### config.mk
export PLATFORM = sky130hd
export DESIGN_NAME = sb_unescape
export DESIGN_NICKNAME = d
export VERILOG_FILES = /design/src/rtl/sb_unescape_pkg.sv /design/src/rtl/sb_mark_detect.sv /design/src/rtl/sb_flag_hold.sv /design/src/rtl/sb_beat_route.sv /design/src/rtl/sb_unescape.sv
export SDC_FILE = /design/constraint.sdc
export NUM_CORES = 1
export LEC_CHECK = 0
export CORE_AREA = 3 3 76 60
export CTS_CLUSTER_DIAMETER = 200
export CTS_CLUSTER_SIZE = 25
export DETAILED_ROUTE_END_ITERATION = 12
export DIE_AREA = 0 0 79 63
export PLACE_DENSITY = 0.87
export SYNTH_ARGS = -nofsm -noshare
export SYNTH_HDL_FRONTEND = slang
export SYNTH_SLANG_ARGS = --single-unit
### constraint.sdc
create_clock -name clk -period 3 [get_ports clk]
set_input_delay 0.45 -clock clk [delete_from_list [all_inputs] [get_ports clk]]
set_output_delay 0.45 -clock clk [all_outputs]
set_load 0.01 [all_outputs]
### src/rtl/sb_unescape_pkg.sv
package sb_unescape_pkg;

    localparam int unsigned    MARK_W    = 32;
    localparam logic [31:0]    MARK_CODE = 32'hDEAD_BEEF;

    typedef enum logic [0:0] {
        PH_IDLE    = 1'b0,
        PH_PAYLOAD = 1'b1
    } phase_t;

endpackage

### src/rtl/sb_mark_detect.sv
// Compares the top slice of a word against the marker code.
module sb_mark_detect
    import sb_unescape_pkg::*;
(
    input  logic [MARK_W-1:0] top_bits,
    output logic              is_mark
);

    always_comb begin
        is_mark = (top_bits == MARK_CODE);
    end

endmodule

### src/rtl/sb_flag_hold.sv
// Two-phase tracker: holds the flags taken from a marker until its payload leaves.
module sb_flag_hold
    import sb_unescape_pkg::*;
#(
    parameter int unsigned KEEP_W = 8
) (
    input  logic              clk,
    input  logic              rst,
    input  logic              take_mark,
    input  logic              mark_last,
    input  logic [KEEP_W-1:0] mark_keep,
    input  logic              beat_done,
    output phase_t            phase,
    output logic              held_last,
    output logic [KEEP_W-1:0] held_keep
);

    typedef struct packed {
        phase_t            phase;
        logic              last;
        logic [KEEP_W-1:0] keep;
    } hold_t;

    localparam hold_t HOLD_RESET = '{phase: PH_IDLE, last: 1'b0, keep: '0};

    hold_t hold_d, hold_q;

    always_comb begin
        hold_d = hold_q;
        unique case (hold_q.phase)
            PH_IDLE: begin
                if (take_mark) begin
                    hold_d.phase = PH_PAYLOAD;
                    hold_d.last  = mark_last;
                    hold_d.keep  = mark_keep;
                end
            end
            PH_PAYLOAD: begin
                if (beat_done) begin
                    hold_d = HOLD_RESET;
                end
            end
            default: hold_d = HOLD_RESET;
        endcase
    end

    always_ff @(posedge clk) begin
        if (rst) begin
            hold_q <= HOLD_RESET;
        end else begin
            hold_q <= hold_d;
        end
    end

    assign phase     = hold_q.phase;
    assign held_last = hold_q.last;
    assign held_keep = hold_q.keep;

endmodule

### src/rtl/sb_beat_route.sv
// Steers words and handshakes by phase: markers are absorbed, data passes.
module sb_beat_route
    import sb_unescape_pkg::*;
#(
    parameter int unsigned DATA_W = 64,
    parameter int unsigned KEEP_W = 8
) (
    input  phase_t            phase,
    input  logic              is_mark,
    input  logic [DATA_W-1:0] in_data,
    input  logic              in_valid,
    input  logic              out_ready,
    input  logic              held_last,
    input  logic [KEEP_W-1:0] held_keep,
    output logic              in_ready,
    output logic [DATA_W-1:0] out_data,
    output logic              out_valid,
    output logic              out_last,
    output logic [KEEP_W-1:0] out_keep
);

    always_comb begin
        out_data  = in_data;
        out_valid = in_valid;
        in_ready  = out_ready;
        out_last  = 1'b0;
        out_keep  = '0;
        if (phase == PH_PAYLOAD) begin
            out_last = held_last;
            out_keep = held_keep;
        end else if (is_mark) begin
            out_valid = 1'b0;
            in_ready  = 1'b1;
        end
    end

endmodule

### src/rtl/sb_unescape.sv
module sb_unescape
    import sb_unescape_pkg::*;
#(
    parameter int unsigned DATA_W = 64,
    parameter int unsigned KEEP_W = DATA_W / 8
) (
    input  logic              clk,
    input  logic              rst,
    input  logic [DATA_W-1:0] in_data,
    input  logic              in_valid,
    output logic              in_ready,
    output logic [DATA_W-1:0] out_data,
    output logic [KEEP_W-1:0] out_keep,
    output logic              out_last,
    output logic              out_valid,
    input  logic              out_ready
);

    localparam int unsigned MIN_W = MARK_W + KEEP_W + 1;

    if (DATA_W < MIN_W) begin : g_width_too_small
        $error("sb_unescape: DATA_W must be at least MARK_W + KEEP_W + 1");
    end

    logic   is_mark;
    logic   take_mark;
    logic   beat_done;
    phase_t phase;
    logic   held_last;
    logic [KEEP_W-1:0] held_keep;

    sb_mark_detect u_detect (
        .top_bits (in_data[DATA_W-1 -: MARK_W]),
        .is_mark  (is_mark)
    );

    assign take_mark = (phase == PH_IDLE) && in_valid && is_mark;
    assign beat_done = out_valid && out_ready;

    sb_flag_hold #(.KEEP_W(KEEP_W)) u_hold (
        .clk       (clk),
        .rst       (rst),
        .take_mark (take_mark),
        .mark_last (in_data[0]),
        .mark_keep (in_data[KEEP_W:1]),
        .beat_done (beat_done),
        .phase     (phase),
        .held_last (held_last),
        .held_keep (held_keep)
    );

    sb_beat_route #(.DATA_W(DATA_W), .KEEP_W(KEEP_W)) u_route (
        .phase     (phase),
        .is_mark   (is_mark),
        .in_data   (in_data),
        .in_valid  (in_valid),
        .out_ready (out_ready),
        .held_last (held_last),
        .held_keep (held_keep),
        .in_ready  (in_ready),
        .out_data  (out_data),
        .out_valid (out_valid),
        .out_last  (out_last),
        .out_keep  (out_keep)
    );

endmodule

==> metrics.md, run 1 <==
| Metric | Value |
|---|---|
| Die area | `between 4000 and 5000 um2` |
| Violation count after the first detailed-route iteration | `13` |
| Fraction of synthesized cell area taken by the top area cell type | `0.488` |
| Via count of the first global-routing pass | `880` |
| Crit path DAT | `2510 ps` |
| Power per cell area | `276 nW/um2` |
| Maximum resistive drop on vdd | `0.180 mV` |
| Worst slew slack as a fraction of its limit | `0.440` |
| Routed Wire Length | `between 2000 and 3000 um` |
| Leftover overflow at the end of global routing | `0` |
| Wire length per cell after detailed routing | `approximately 13 um` |
| Endpoint kind of the worst setup timing path | `output pin` |
| Row cnt | `20` |
| Area of the core | `3950 um2` |
| Number of nets with antenna violations after detailed routing | `0` |
| Max FO, Critical Path | `3` |
| P&R area growth vs syn | `66.8%` |
| Biggest area consumer among synthesized cells | `sky130_fd_sc_hd__buf_4` |
| Routed vias/inst | `4.08` |
| Antenna violations before repair | `0` |
| Initial cell density of the core | `0.249` |
| DRC violation count after routing | `0` |
| Placer's final routability congestion estimate | `between 0.7 and 0.8` |
| Pre-CTS setup slack | `-167 ps` |
| Seq/Total Area, Yosys | `0.203` |
| Deepest clock path buffer count | `2` |
| Insertion delay of the later-clocked pin in the worst-skew pair | `230 ps` |
| Initial DRT Pass Iterations | `4` |
| P_sw | `0.0991 mW` |
| Share of cells above drive strength 1 | `0.0955` |
| Post-layout min period | `2960 ps` |
| Post-detailed-placement half-perimeter wirelength | `between 2000 and 2500 um` |
| Kind of path behind the tightest hold check | `reg -> reg` |
| Sinks on Clock Net | `10` |
| Number of max-cap violations | `0` |
| Die Span X | `~79 um` |
| Switching power share of the total | `0.218` |
| Net count, final | `~230` |
| I/O pin count | `143` |
| Net count of the mapped netlist | `between 150 and 200` |
| Standby leakage power | `0.615 nW` |
| Chip height | `~63 um` |
| Final number of hold-violating endpoints | `0` |
| Clock edge transition at the registers on the reported setup and hold paths | `about 50 ps` |
| Unrepaired setup endpoints after global routing | `false` |
| CTS tree | `done` |
| Top post-synthesis cells by area | `sky130_fd_sc_hd__buf_4, sky130_fd_sc_hd__dfxtp_1, sky130_fd_sc_hd__a22o_1` |
| Mapped Cells | `~110` |
| Wire length of the first global-routing pass | `~4500 um` |
| H-tree depth | `1` |
| Sequential group share of total power | `0.293` |
| Distinct cell type count after synthesis | `19` |
| Logic pwr share | `0.340` |
| Result of the run | `finished clean` |
| Required time at the worst-slack endpoint | `2550 ps` |
| Root cell of the clock tree | `sky130_fd_sc_hd__clkbuf_8` |
| Overall routing resource usage | `0.111` |
| N_diodes | `0` |
| End-of-flow core utilization | `0.416` |
| Highest clock frequency the design can meet | `about 0.34 GHz` |
| Setup WS post-layout | `42.9 ps` |
| Worst Max-Slew Pin Slew | `about 840 ps` |
| Synthesized area per cell | `roughly 8.6 um2` |
| Total of buffers placed on input and output ports | `between 90 and 100` |
| Critical path launch point type | `input pin` |
| Total clock buffers created by CTS | `3` |
| Synth Cell Area | `just under 1000 um2` |
| Cell internal power dissipation | `between 0.3 and 0.4 mW` |
| Slew Viols, Final | `0` |
| Period utilisation layout | `0.986` |
| Clock tree skew after final layout | `between 4 and 5 ps` |
| Synth Register Bits | `10` |
| Yosys synthesis warning count | `0` |
| Number of setup violations in the final report | `0` |
| Clk pwr share | `0.366` |
| Vias post-DR | `~870` |
| Crit Path Class | `in -> out` |
| Maximum number of pins on one net before global-route repair | `12` |
final cells by class:
cell class | instances | area (um2)
clock buffers | 4 | 55.1
flip-flops and latches | 10 | 200
fillers | 406 | 2310
multi-input cells | 39 | 300
well taps | 55 | 68.8
repair buffers | 104 | 1020
flip-flops by register name, indices dropped and copies added, names as in the netlist:
name and count:
u_hold.held_keep 8, u_hold.phase 1, u_hold.held_last 1
cells by family after synthesis:
| family | Yosys count | synth area share |
|---|---|---|
| DFF | 10 | 0.203 |
| buffers and inverters | 65 | 0.492 |
| AOI/OAI and AO/OA | 12 | 0.100 |
| and+or+nand+nor | 27 | 0.205 |
Yosys cell counts:
| library cell | instances |
|---|---|
| sky130_fd_sc_hd__o21bai_1 | 1 |
| sky130_fd_sc_hd__a21oi_1 | 1 |
| sky130_fd_sc_hd__o31ai_1 | 1 |
| sky130_fd_sc_hd__and2_2 | 1 |
| sky130_fd_sc_hd__or4_1 | 1 |
| sky130_fd_sc_hd__a22o_1 | 9 |
| sky130_fd_sc_hd__nand4_1 | 1 |
| sky130_fd_sc_hd__buf_4 | 64 |
| sky130_fd_sc_hd__or2b_1 | 1 |
| sky130_fd_sc_hd__or3_4 | 1 |
| sky130_fd_sc_hd__nand3b_1 | 2 |
| sky130_fd_sc_hd__nor4bb_1 | 1 |
| sky130_fd_sc_hd__and2_1 | 9 |
| sky130_fd_sc_hd__clkbuf_1 | 1 |
| sky130_fd_sc_hd__or3_1 | 1 |
| sky130_fd_sc_hd__nand2_1 | 3 |
| sky130_fd_sc_hd__nor3b_4 | 1 |
| sky130_fd_sc_hd__dfxtp_1 | 10 |
| sky130_fd_sc_hd__nand4b_1 | 5 |
timing repair:
action                     CTS  global route
setup endpoints to repair    2             0
hold buffers                 0             0
setup buffers                0             0
gates resized for setup      2             0
power groups by stage:
| stage | clock network, mW | logic (mW) | registers [mW] |
|---|---|---|---|
| finish | 0.166 | 0.154 | 0.133 |
| global route | 0.180 | 0.163 | 0.133 |
| CTS | 0.172 | 0.156 | 0.133 |
| detailed placement | 0 | 0.156 | 0.136 |
| global placement | 0 | 0.154 | 0.136 |
| floorplan | 0 | 0.0954 | 0.136 |
metrics by stage:
step	instances	setup TNS [ps]	total power [mW]	hold slack [ps]	cell area (um2)
after floorplan	114	0	0.231	441	985
after global placement	208	-351	0.290	453	1590
after detailed placement	208	-324	0.292	456	1590
after CTS	212	0	0.461	471	1640
after global routing	212	0	0.476	490	1640
final	212	0	0.454	467	1640
metal layers:
layer | wire [um] | GRT usage | vias up
met5 | 0 | 0 | -
met2 | 1400 | 0.189 | 55
met1 | 1130 | 0.130 | 393
met4 | 0 | 0.0172 | 0
li1 | - | - | 418
met3 | 282 | 0.0476 | 0
final timing paths:
path | startpoint | to | slack [ps] | depth (start not counted)
setup / recovery | in_data[52] | out_valid | 40 | 6
hold / removal | u_hold.held_keep[1] | u_hold.held_keep[1] | 470 | 1
hold reg to reg | u_hold.held_keep[1] | u_hold.held_keep[1] | 470 | 1
setup reg to reg | u_hold.phase | u_hold.phase | 1080 | 7
worst max-delay path: stages:
cell and delay [ps]:
sky130_fd_sc_hd__clkdlybuf4s50_1 440, sky130_fd_sc_hd__nand4b_1 180, sky130_fd_sc_hd__or4_1 560, sky130_fd_sc_hd__or3_4 410, sky130_fd_sc_hd__and2_2 190, sky130_fd_sc_hd__dlygate4sd2_1 280
cell usage in the layout (no fill, tap or decap):
cell and n:
sky130_fd_sc_hd__a21oi_1 1, sky130_fd_sc_hd__or3_4 1, sky130_fd_sc_hd__nor3b_4 1, sky130_fd_sc_hd__or3_1 1, sky130_fd_sc_hd__or4_1 1, sky130_fd_sc_hd__clkdlybuf4s50_1 94
sky130_fd_sc_hd__o21bai_1 1, sky130_fd_sc_hd__a22o_1 9, sky130_fd_sc_hd__nand3b_1 2, sky130_fd_sc_hd__nor4bb_1 1, sky130_fd_sc_hd__buf_4 8, sky130_fd_sc_hd__or2b_1 1
sky130_fd_sc_hd__o31ai_1 1, sky130_fd_sc_hd__clkbuf_8 4, sky130_fd_sc_hd__nand4b_1 5, sky130_fd_sc_hd__nand2_1 3, sky130_fd_sc_hd__and2_1 9, sky130_fd_sc_hd__and2_2 1
sky130_fd_sc_hd__nand4_1 1, sky130_fd_sc_hd__dlygate4sd2_1 2, sky130_fd_sc_hd__dfxtp_1 10
(Power assumes the default switching activity.)
==> run 2: changes to the inputs <==
--- a/config.mk
+++ b/config.mk
@@ -5,6 +5,7 @@
 export SDC_FILE = /design/constraint.sdc
 export NUM_CORES = 1
 export LEC_CHECK = 0
+export ABC_AREA = 0
 export CORE_AREA = 3 3 76 60
 export CTS_CLUSTER_DIAMETER = 200
 export CTS_CLUSTER_SIZE = 25
==> results of run 2 <==
The final DEF is identical to that of run 1; final timing and power are the same.
